`src/rtl/pwm_pkg.sv`:
```
package pwm_pkg;

   // Register select codes
   typedef enum logic [1:0] {
      SEL_LEVEL = 2'd0,
      SEL_MASK  = 2'd1,
      SEL_PHASE = 2'd2,
      SEL_SPARE = 2'd3
   } reg_sel_e;

   // Period of a counter of the given width: all codes but the top one
   function automatic int period_of(input int bw);
      return (1 << bw) - 1;
   endfunction

   // Longest direct-mode delay: highest rank times the largest step
   function automatic int max_delay(input int nch, input int psw);
      return (nch - 1) * ((1 << psw) - 1);
   endfunction

endpackage

```
`src/rtl/pwm_cfg_regs.sv`:
```
module pwm_cfg_regs
   import pwm_pkg::*;
#(
   parameter int NCH = 6,
   parameter int BW  = 8,
   parameter int PSW = 7
) (
   input  logic           clk_i,
   input  logic           rst_ni,
   input  logic           wr_en_i,
   input  logic [1:0]     addr_i,
   input  logic [BW-1:0]  wdata_i,
   input  logic [NCH-1:0] fault_i,
   input  logic           dir_sel_i,
   input  logic           bound_i,
   output logic [BW-1:0]  act_level_o,
   output logic [NCH-1:0] act_mask_o,
   output logic           act_even_o,
   output logic [PSW-1:0] act_step_o,
   output logic           act_dir_o,
   output logic [BW-1:0]  rdata_o
);

   reg_sel_e       sel;
   logic [BW-1:0]  sh_level;
   logic [NCH-1:0] sh_mask;
   logic           sh_even;
   logic [PSW-1:0] sh_step;

   assign sel = reg_sel_e'(addr_i);

   // Written (shadow) copies
   always_ff @(posedge clk_i or negedge rst_ni) begin
      if (!rst_ni) begin
         sh_level <= '1;
         sh_mask  <= '1;
         sh_even  <= 1'b0;
         sh_step  <= '0;
      end else if (wr_en_i) begin
         case (sel)
            SEL_LEVEL: sh_level <= wdata_i;
            SEL_MASK:  sh_mask  <= wdata_i[NCH-1:0];
            SEL_PHASE: begin
               sh_even <= wdata_i[PSW];
               sh_step <= wdata_i[PSW-1:0];
            end
            default: ;
         endcase
      end
   end

   // Active copies, refreshed only when the period wraps
   always_ff @(posedge clk_i or negedge rst_ni) begin
      if (!rst_ni) begin
         act_level_o <= '1;
         act_mask_o  <= '1;
         act_even_o  <= 1'b0;
         act_step_o  <= '0;
         act_dir_o   <= 1'b0;
      end else if (bound_i) begin
         act_level_o <= sh_level;
         act_mask_o  <= sh_mask;
         act_even_o  <= sh_even;
         act_step_o  <= sh_step;
         act_dir_o   <= dir_sel_i;
      end
   end

   always_comb begin
      rdata_o = '0;
      case (sel)
         SEL_LEVEL: rdata_o = sh_level;
         SEL_MASK:  rdata_o = BW'(sh_mask & ~fault_i);
         SEL_PHASE: rdata_o = BW'({sh_even, sh_step});
         default:   rdata_o = '0;
      endcase
   end

   // active settings move only at the wrap
   p_hold_midperiod_r7: assert property (@(posedge clk_i) disable iff (!rst_ni)
      !bound_i |=> ($stable(act_level_o) && $stable(act_mask_o) && $stable(act_even_o)
                    && $stable(act_step_o) && $stable(act_dir_o)));

endmodule

```
`src/rtl/pwm_phase_calc.sv`:
```
module pwm_phase_calc
   import pwm_pkg::*;
#(
   parameter int NCH = 6,
   parameter int BW  = 8,
   parameter int PSW = 7,
   parameter int DW  = 10
) (
   input  logic [NCH-1:0]         mask_i,
   input  logic                   even_i,
   input  logic [PSW-1:0]         step_i,
   output logic [NCH-1:0][BW-1:0] off_o,
   output logic [NCH-1:0][DW-1:0] dly_o
);

   localparam int PERIOD = period_of(BW);
   localparam int RW     = $clog2(NCH + 1);
   localparam int MW     = BW + RW;

   logic [RW-1:0] n_en;
   logic [BW-1:0] even_step;
   logic [BW-1:0] unit;

   always_comb begin
      n_en = '0;
      for (int j = 0; j < NCH; j++) n_en = n_en + RW'(mask_i[j]);
   end

   // Equal share of the period for each possible number of enabled channels
   always_comb begin
      even_step = '0;
      for (int i = 1; i <= NCH; i++) begin
         if (n_en == RW'(i)) even_step = BW'(PERIOD / i);
      end
   end

   assign unit = even_i ? even_step : BW'(step_i);

   for (genvar k = 0; k < NCH; k++) begin : g_rank
      logic [RW-1:0] rank;
      logic [MW-1:0] prod;

      always_comb begin
         rank = '0;
         for (int j = 0; j < k; j++) rank = rank + RW'(mask_i[j]);
      end

      assign prod     = MW'(rank) * MW'(unit);
      assign off_o[k] = BW'(prod % MW'(PERIOD));
      assign dly_o[k] = DW'(rank) * DW'(step_i);
   end

endmodule

```
`src/rtl/pwm_delay_line.sv`:
```
module pwm_delay_line #(
   parameter int DEPTH = 635
) (
   input  logic             clk_i,
   input  logic             rst_ni,
   input  logic             d_i,
   output logic [DEPTH-1:0] hist_o
);

   if (DEPTH == 1) begin : g_single
      always_ff @(posedge clk_i or negedge rst_ni) begin
         if (!rst_ni) hist_o <= '0;
         else         hist_o <= d_i;
      end
   end else begin : g_chain
      always_ff @(posedge clk_i or negedge rst_ni) begin
         if (!rst_ni) hist_o <= '0;
         else         hist_o <= {hist_o[DEPTH-2:0], d_i};
      end
   end

endmodule

```
`src/rtl/pwm_lane.sv`:
```
module pwm_lane
   import pwm_pkg::*;
#(
   parameter int BW    = 8,
   parameter int DW    = 10,
   parameter int DEPTH = 635
) (
   input  logic             clk_i,
   input  logic             rst_ni,
   input  logic [BW-1:0]    cnt_i,
   input  logic [BW-1:0]    level_i,
   input  logic [BW-1:0]    off_i,
   input  logic [DW-1:0]    dly_i,
   input  logic [DEPTH-1:0] hist_i,
   input  logic             ext_i,
   input  logic             en_i,
   input  logic             fault_i,
   input  logic             dir_i,
   output logic             gate_o
);

   localparam int PERIOD = period_of(BW);

   logic [BW:0] pos;
   logic        win;
   logic        tap;

   // Position within this lane's shifted period
   always_comb begin
      if (cnt_i >= off_i) pos = {1'b0, cnt_i} - {1'b0, off_i};
      else                pos = {1'b0, cnt_i} + (BW+1)'(PERIOD) - {1'b0, off_i};
   end

   assign win = (pos < {1'b0, level_i});
   assign tap = (dly_i == '0) ? ext_i : hist_i[dly_i - DW'(1)];

   always_ff @(posedge clk_i or negedge rst_ni) begin
      if (!rst_ni) gate_o <= 1'b0;
      else         gate_o <= en_i & ~fault_i & (dir_i ? tap : win);
   end

   // a faulted lane is low on the next clock
   p_fault_low_r8: assert property (@(posedge clk_i) disable iff (!rst_ni)
      fault_i |=> !gate_o);

   // a disabled lane is low
   p_disabled_low_r6: assert property (@(posedge clk_i) disable iff (!rst_ni)
      !en_i |=> !gate_o);

   // with zero delay the lane copies the external input
   p_direct_copy_r9: assert property (@(posedge clk_i) disable iff (!rst_ni)
      (dir_i && en_i && !fault_i && dly_i == '0) |=> (gate_o == $past(ext_i)));

endmodule

```
`src/rtl/pwm_phase_dimmer.sv`:
```
module pwm_phase_dimmer
   import pwm_pkg::*;
#(
   parameter int NCH = 6,
   parameter int BW  = 8,
   parameter int PSW = 7
) (
   input  logic           clk_i,
   input  logic           rst_ni,
   input  logic           wr_en_i,
   input  logic [1:0]     addr_i,
   input  logic [BW-1:0]  wdata_i,
   output logic [BW-1:0]  rdata_o,
   input  logic           dir_sel_i,
   input  logic           ext_pwm_i,
   input  logic [NCH-1:0] fault_i,
   output logic [NCH-1:0] gate_o
);

   localparam int PERIOD = period_of(BW);
   localparam int DEPTH  = max_delay(NCH, PSW);
   localparam int DW     = $clog2(DEPTH + 1);

   if (NCH < 2)       begin : g_bad_nch  $error("NCH must be at least 2");          end
   if (NCH > BW)      begin : g_bad_mask $error("mask must fit the data width");     end
   if (PSW < 1)       begin : g_bad_psw  $error("PSW must be at least 1");          end
   if (PSW + 1 > BW)  begin : g_bad_phs  $error("phase field must fit data width"); end

   logic [BW-1:0]          cnt_q;
   logic                   bound;
   logic [BW-1:0]          act_level;
   logic [NCH-1:0]         act_mask;
   logic                   act_even;
   logic [PSW-1:0]         act_step;
   logic                   act_dir;
   logic [NCH-1:0][BW-1:0] off;
   logic [NCH-1:0][DW-1:0] dly;
   logic [DEPTH-1:0]       hist;

   assign bound = (cnt_q == BW'(PERIOD - 1));

   always_ff @(posedge clk_i or negedge rst_ni) begin
      if (!rst_ni)    cnt_q <= '0;
      else if (bound) cnt_q <= '0;
      else            cnt_q <= cnt_q + 1'b1;
   end

   pwm_cfg_regs #(.NCH(NCH), .BW(BW), .PSW(PSW)) i_regs (
      .clk_i       (clk_i),
      .rst_ni      (rst_ni),
      .wr_en_i     (wr_en_i),
      .addr_i      (addr_i),
      .wdata_i     (wdata_i),
      .fault_i     (fault_i),
      .dir_sel_i   (dir_sel_i),
      .bound_i     (bound),
      .act_level_o (act_level),
      .act_mask_o  (act_mask),
      .act_even_o  (act_even),
      .act_step_o  (act_step),
      .act_dir_o   (act_dir),
      .rdata_o     (rdata_o)
   );

   pwm_phase_calc #(.NCH(NCH), .BW(BW), .PSW(PSW), .DW(DW)) i_phase (
      .mask_i (act_mask),
      .even_i (act_even),
      .step_i (act_step),
      .off_o  (off),
      .dly_o  (dly)
   );

   pwm_delay_line #(.DEPTH(DEPTH)) i_dline (
      .clk_i  (clk_i),
      .rst_ni (rst_ni),
      .d_i    (ext_pwm_i),
      .hist_o (hist)
   );

   for (genvar k = 0; k < NCH; k++) begin : g_lane
      pwm_lane #(.BW(BW), .DW(DW), .DEPTH(DEPTH)) i_lane (
         .clk_i   (clk_i),
         .rst_ni  (rst_ni),
         .cnt_i   (cnt_q),
         .level_i (act_level),
         .off_i   (off[k]),
         .dly_i   (dly[k]),
         .hist_i  (hist),
         .ext_i   (ext_pwm_i),
         .en_i    (act_mask[k]),
         .fault_i (fault_i[k]),
         .dir_i   (act_dir),
         .gate_o  (gate_o[k])
      );
   end

   // counter stays inside the 255-count period
   p_cnt_range_r3: assert property (@(posedge clk_i) disable iff (!rst_ni)
      cnt_q < BW'(PERIOD));

   // level 0 in counter mode keeps every gate low
   p_zero_level_r3: assert property (@(posedge clk_i) disable iff (!rst_ni)
      (!act_dir && act_level == '0) |=> (gate_o == '0));

   // full level on an enabled, healthy channel 0 keeps it high
   p_full_level_r3: assert property (@(posedge clk_i) disable iff (!rst_ni)
      (!act_dir && act_level == BW'(PERIOD) && act_mask[0] && !fault_i[0]) |=> gate_o[0]);

endmodule

```
`config.mk`:
```
export PLATFORM = sky130hd
export DESIGN_NAME = pwm_phase_dimmer
export DESIGN_NICKNAME = d
export VERILOG_FILES = /design/src/rtl/pwm_pkg.sv /design/src/rtl/pwm_cfg_regs.sv /design/src/rtl/pwm_phase_calc.sv /design/src/rtl/pwm_delay_line.sv /design/src/rtl/pwm_lane.sv /design/src/rtl/pwm_phase_dimmer.sv
export SDC_FILE = /design/constraint.sdc
export NUM_CORES = 2
export LEC_CHECK = 0
export BUFFER_PORTS_ARGS = -buffer_cell sky130_fd_sc_hd__buf_2
export CORE_MARGIN = 4
export CORE_UTILIZATION = 45
export DETAILED_ROUTE_END_ITERATION = 10
export PLACE_DENSITY = 0.71
export SLEW_MARGIN = 20
export SYNTH_ARGS = -nofsm -noshare
export SYNTH_HDL_FRONTEND = slang
export SYNTH_SLANG_ARGS = --single-unit
```
`constraint.sdc`:
```
create_clock -name clk_i -period 31 [get_ports clk_i]
set_clock_uncertainty 0.1 [all_clocks]
set_input_delay 4.65 -clock clk_i [delete_from_list [all_inputs] [get_ports clk_i]]
set_output_delay 4.65 -clock clk_i [all_outputs]
set_load 0.01 [all_outputs]
```
* Yosys cells after proc, flatten, opt, wreduce, memory -nomap -nowiden
Cells that the tools add are included.
Storage, ports and cells: memories 0, bits in writable memories 0, memory bits (read-only) 0, input port bits 21, output and inout bits 14, latch bits 0, register bits 694
Operators by class: div/mod/pow operators 5, add/subtract/negate cells 22, magnitude comparators 17, muxes and demuxes 36, bitwise gates (word level) 20, equal/unequal tests 9, reductions and logical operators 9, shift operators 0, multiply operators 10
Operators with widths (count):
- $mux 8 | 8
- $lt 10x11->1 const B | 5
- $mod 11x8->11 const B | 5
- $lt 9x8->1 | 6
- $mux 9 | 6
- $bmux 1 s10 | 5
- $logic_not 10->1 | 5
- $sub 8x8->9 | 5
- $sub 9x8->9 | 5
- $mul 3x8->11 | 4
- $ge 8x8->1 | 5
- $mul 3x7->10 | 4
- $sub 10x1->10 const B | 4
- $pmux 8 s3 | 1
- $mux 1 | 16
- $add 3x1->3 | 4
- $and 1x1->1 | 12
- $add 8x8->9 const B | 1
- $eq 3x3->1 const B | 3
- $mul 1x8->9 | 1
- $sub 8x1->9 const B | 1
- $add 8x1->8 const B | 1
- $and 6x8->8 | 1
- $eq 8x8->1 const B | 1
- other kinds (11) | 19

* Depth between registers and ports, before layout
depth in word-level cells 20, gate-level depth with buffers 58, depth with buffers taken out 54

* Cells and area by module
From an unflattened synthesis, not the netlist that was laid out.
Unflattened totals: cells, all modules 5732, area total of the unflattened synthesis 65321.4 µm²
Modules (own cells, without submodules):
- pwm_lane (g_lane[0].i_lane ...) | times used 5, area each 6498.7 µm², cells each 635
- pwm_delay_line | times used 1, area each 15890.2 µm², cells each 635
- pwm_phase_calc | times used 1, area each 8062.7 µm², cells each 1128
- pwm_lane (g_lane[5].i_lane) | times used 1, area each 6526.3 µm², cells each 631
- pwm_cfg_regs | times used 1, area each 1906.8 µm², cells each 120
- pwm_phase_dimmer | times used 1, area each 441.7 µm², cells each 43

* Least setup slack after synthesis
Ideal clock, no wire load.
path type register to register, from register i_regs.act_mask_o[1], to register g_lane[3].i_lane.gate_o, cell stages (with the launch flop) 50, path slack 18.982 ns, buffers on the path 3, arrival time 11.808 ns, library setup time 0.110 ns, cells stage by stage dfstp_2 -> fa_1 -> ha_1 -> fa_1 -> ha_1 -> ha_1 -> xor2_1 -> nand2b_1 -> nand3_1 -> o21ai_0 -> clkbuf_1 -> nand2_1 -> fa_1 -> inv_1 -> ha_1 -> inv_1 -> fa_1 -> clkbuf_1 -> [... 14 more ...] -> o31ai_1 -> nand4_1 -> xnor2_1 -> ha_1 -> a21o_1 -> a21o_1 -> or4b_2 -> o22ai_1 -> nor2_1 -> clkbuf_1 -> a21oi_1 -> xnor2_1 -> ha_1 -> a21o_1 -> a21o_1 -> a2111oi_0 -> a31oi_1 -> o41ai_1
On the way: longest elaborated chain between the ends 20
RTL lines:
- start, declared | RTL line pwm_cfg_regs.sv:17 | output logic [NCH-1:0] act_mask_o,
- start signal, assigned | RTL line pwm_cfg_regs.sv:62 | act_mask_o <= sh_mask;
- $add 1x1->2 (*) | RTL line pwm_phase_calc.sv:26, pwm_phase_calc.sv:45
- $add 3x1->3 (*) | RTL line pwm_phase_calc.sv:26, pwm_phase_calc.sv:45
- $add 3x1->3 (3 in series) | RTL line pwm_phase_calc.sv:26 | for (int j = 0; j < NCH; j++) n_en = n_en + RW'(mask_i[j]);
- $eq 3x1->1 | RTL line pwm_phase_calc.sv:33 | if (n_en == RW'(i)) even_step = BW'(PERIOD / i);
- $mux 8 (6 in series) | RTL line pwm_phase_calc.sv:33
- $mux 8 | RTL line pwm_phase_calc.sv:37 | assign unit = even_i ? even_step : BW'(step_i);
- $mul 3x8->11 | RTL line pwm_phase_calc.sv:48 | assign prod = MW'(rank) * MW'(unit);
- $mod 11x8->11 | RTL line pwm_phase_calc.sv:49 | assign off_o[k] = BW'(prod % MW'(PERIOD));
- $sub 9x8->9, or another cell as far along | RTL line pwm_lane.sv:31 | else pos = {1'b0, cnt_i} + (BW+1)'(PERIOD) - {1'b0, off_i};
- $mux 9 | RTL line pwm_lane.sv:30 | if (cnt_i >= off_i) pos = {1'b0, cnt_i} - {1'b0, off_i};
- $lt 9x8->1 | RTL line pwm_lane.sv:34 | assign win = (pos < {1'b0, level_i});
- $mux 1 (*) | RTL line pwm_lane.sv:39 | else gate_o <= en_i & ~fault_i & (dir_i ? tap : win);
- $and 1x1->1 (*) | RTL line pwm_lane.sv:39
- end signal, assigned | RTL line pwm_lane.sv:39
- end, declared | RTL line pwm_lane.sv:19 | output logic gate_o
Mark *: on every way between the ends. The rest lies on a longest branch, timed or not. The select of a mux whose other input is x is not followed. A chain may end at the register's enable or synchronous reset.

* Worst setup path after layout
from register i_regs.act_mask_o[0], to register g_lane[4].i_lane.gate_o
On the way: longest elaborated chain between the ends 20
RTL lines (RTL line):
- $add 1x1->2 (*) | pwm_phase_calc.sv:26, pwm_phase_calc.sv:45
- $add 3x1->3 (*) (2 in series) | pwm_phase_calc.sv:26, pwm_phase_calc.sv:45
- $add 3x1->3 (2 in series) | pwm_phase_calc.sv:26
- $eq 3x1->1 | pwm_phase_calc.sv:33
- $mux 8 (6 in series) | pwm_phase_calc.sv:33
- $mux 8 | pwm_phase_calc.sv:37
- $mul 3x8->11 | pwm_phase_calc.sv:48
- $mod 11x8->11 | pwm_phase_calc.sv:49
- $sub 9x8->9, or another cell as far along | pwm_lane.sv:31
- $mux 9 | pwm_lane.sv:30
- $lt 9x8->1 | pwm_lane.sv:34
- $mux 1 (*) | pwm_lane.sv:39
- $and 1x1->1 (*) | pwm_lane.sv:39
- end signal, assigned | pwm_lane.sv:39
- end, declared | pwm_lane.sv:19
Marked as above.

==> run summary <==
- 4234 — number of nets in the final layout
- 0.64 ns — insertion delay of the later-clocked pin in the worst-skew pair
- 0 — leftover overflow at the end of global routing
- 45.34 uV — Peak supply drop
- 37214 — vias post-DR
- 0.1222 sq mm — Total Die Area
- 75 — number of buffers created by CTS
- 31.42 ns — data required time at the worst endpoint
- 3 — total number of H-tree levels
- 0 — Warnings, synthesis
- 0.8988 — final RePlAce weighted congestion
- 0 — setup-violating endpoint count in the final report
- 3924 — initial drt markers
- 12.97 sq um — mean instance size in the synthesized netlist
- 25.66 um — average wire length per cell after detail routing
- 0 — Hold Fails Final Rpt
- 22.69 nW — leak pwr
- 141.7 mm — final routed wirelength across all metal layers
- 0 — final antenna diode count
- 34 — count of input and output buffers
- 0 ns — total negative slack
- 101 — distinct cell type count of the synthesized netlist
- sky130_fd_sc_hd__mux4_2, sky130_fd_sc_hd__dfrtp_1, sky130_fd_sc_hd__nand2_1, sky130_fd_sc_hd__ha_1, sky130_fd_sc_hd__clkbuf_1 — most frequent cells after synthesis
- 33.13% — Yosys top cell area share
- 23.40% — Overall Global Routing Usage
- 0 — Resized cells post-CTS
- 0 — number of maximum-capacitance constraint violations
- 4048 — count of mapped cells out of synthesis
- 0.05248 sq mm — Post-Syn Area
- 0 — pins over their slew limit
- 0 — number of remaining DRC errors
- flop — critical path startpoint category
- 28.55% — share of layout cells above drive strength 1
- 3 — maximum buffer depth of the clock tree
- completed — status
- sky130_fd_sc_hd__mux4_2 — area leader, netlist
- 48.01% — part of the cycle the worst path needs
- 0.81 ns — slowest stage delay, CP
- 8 — number of optimization iterations in the first detailed-route pass
- 6.740 — via density per instance
- 0.3085 ns — Min Hold Slack
- reg -> reg — critical path class
- sky130_fd_sc_hd__clkbuf_16 — buffer cell driving the clock tree root
- 0.06 ns — clock transition at the registers of the reported paths
- sky130_fd_sc_hd__dfrtp_1 — main flop type after synthesis
- 45.23% — starting density of the core
- 14.88 ns — minimum clock period
- flop — crit end category
- 0.06719 GHz — timing-limited maximum frequency
- 0 — Post-synth EDFFs
- sky130_fd_sc_hd__mux4_2, sky130_fd_sc_hd__dfrtp_1, sky130_fd_sc_hd__ha_1 — largest cells by area after synthesis
- 5521 — count of placed standard cells in the final layout, fillers left out
- 5393 — Placed Instances
- 0 — Setup Buffers After CTS
- 91.49 mm — Detail Placement HPWL
- 0 — hold bufs inserted after CTS
- 0 — antenna violations before repair
- 125 — count of standard-cell rows
- 0.05671 sq mm — Finished Cell Area
- 15.31 ns — Crit path arrival time
- 0.05429 sq mm — Placed Area
- 37342 — via count of the first global-routing pass
- 33.16% — register area share after synthesis
- 32.76 mW/mm^2 — pwr/cell area
- 189 — largest net degree at the start of global routing
- 35 — count of boundary I/O pins
- sky130_fd_sc_hd__fa_1 — library cell contributing the largest single delay on the critical path
- 26.86% — remaining max-slew budget at the tightest pin
- built — clock tree from TritonCTS
- 224.0 mm — global-route wire length before repair
- 694 — number of register bits inferred by synthesis
- 349.5 um — Horiz. Die Dim
- sky130_fd_sc_hd__ha_1 — Most Frequent Cell on Critical Path
- 20 — Crit Path Max Fanout
- 0.1160 sq mm — core region area
- 8.053% — area growth from synthesis to final layout
- no — unrepaired setup endpoints after global routing
- sky130_fd_sc_hd__mux4_2 — cell with the most instances after synthesis
- reg -> reg — Hold Crit Class
- 100.0% — async set-reset flop share out of synthesis
- 0 — remaining number of nets flagged by the antenna check after routing
- 349.5 um — die outline height
- 1.097 ns — Tightest Pin Transition
- 694 — CTS sink cnt
==> layout make-up <==
class,instances,area (sq um)
Multi-Input combinational cell,2921,33670
Sequential cell,694,17400
Clock buffer,107,2202
Clock inverter,21,206.4
Timing Repair Buffer,103,760.7
Tap cell,1524,1907
Inverter,151,566.8
Fill cell,9851,59340
==> metrics by stage <==
stage,power (mW),setup WS (ns),util [%]
CTS,1.875,16.07,48.86
detailed placement,0.9887,16.14,46.79
floorplan,0.9589,18.98,-
global placement,0.9871,16.60,46.79
global route,1.919,14.76,48.87
finish,1.858,16.12,48.87
==> cells in the final DEF, fill, tap and decap left out, drive strengths merged, types with 20 or more instances in the layout <==
| cell | n |
|---|---|
| a211oi | 75 |
| a21o | 54 |
| a21oi | 169 |
| a31oi | 37 |
| and2 | 143 |
| and3 | 25 |
| buf | 103 |
| clkbuf | 107 |
| dfrtp | 666 |
| dfstp | 28 |
| fa | 53 |
| ha | 214 |
| inv | 152 |
| mux2 | 61 |
| mux2i | 100 |
| mux4 | 772 |
| nand2 | 217 |
| nand2b | 30 |
| nand3 | 60 |
| nand4 | 22 |
| nor2 | 147 |
| nor2b | 66 |
| nor3 | 58 |
| o211ai | 24 |
| o21a | 20 |
| o21ai | 138 |
| o21bai | 26 |
| xnor2 | 121 |
| xor2 | 52 |
==> power breakdown <==
| group | switching [mW] | internal [mW] | total [mW] |
|---|---|---|---|
| clock network | 0.374 | 0.512 | 0.886 |
| registers | 0.00984 | 0.918 | 0.927 |
| logic | 0.0273 | 0.0169 | 0.0442 |
==> worst paths after layout <==
| kind | from | endpoint | slack [ns] | cells after the start |
|---|---|---|---|---|
| min | i_dline.hist_o[566]$_DFF_PN0_ | i_dline.hist_o[567]$_DFF_PN0_ | 0.31 | 0 |
| max reg2reg | i_regs.act_mask_o[0]$_DFFE_PN1N_ | g_lane[4].i_lane.gate_o$_DFF_PN0_ | 16.12 | 53 |
| max | i_regs.act_mask_o[0]$_DFFE_PN1N_ | g_lane[4].i_lane.gate_o$_DFF_PN0_ | 16.12 | 53 |
| max in group asynchronous | rst_ni | i_dline.hist_o[267]$_DFF_PN0_ | 24.41 | 3 |
| min reg2reg | i_dline.hist_o[566]$_DFF_PN0_ | i_dline.hist_o[567]$_DFF_PN0_ | 0.31 | 0 |
| min in group asynchronous | rst_ni | i_dline.hist_o[8]$_DFF_PN0_ | 3.99 | 1 |
==> sequential cells by signal (all words and copies together), names as in the netlist <==
signal and count:
i_dline.hist_o 635, cnt_q 8, i_regs.act_level_o 8, i_regs.sh_level 8, i_regs.act_step_o 7, i_regs.sh_step 7
g_lane.i_lane.gate_o 6, i_regs.act_mask_o 6, i_regs.sh_mask 6, i_regs.act_dir_o 1, i_regs.act_even_o 1, i_regs.sh_even 1
==> worst max-delay path, delay by kind of cell (launching register included) <==
family,cells,cell delay (ns)
flip-flops,1,0.79
AO/OA/AOI/OAI,16,3.42
AND/OR/NAND/NOR,19,4.34
XOR/XNOR,5,1.80
adder cells (fa/ha/maj),10,4.09
buffers and inverters,3,0.23
==> logic make-up after synthesis <==
logic type,Yosys count,share of synthesized area [%]
and+or+nand+nor,848,8.351
buffers and inverters,434,3.178
other,1,0.007145
adders and majority gates,279,7.357
muxes,933,36.34
DFF,694,33.16
AOI/OAI and AO/OA,686,8.706
xor gates and xnor gates,173,2.901
==> per-layer routing <==
layer  up-vias  global-route usage [%]  wire [um]
li1      15753                       -          -
met1     19213                   31.54      55500
met2      1895                   37.39      67360
met3       351                   5.525      13180
met4         2                   8.397       5547
met5         -                  0.3532         56
Power figures use the tool's default switching activity.
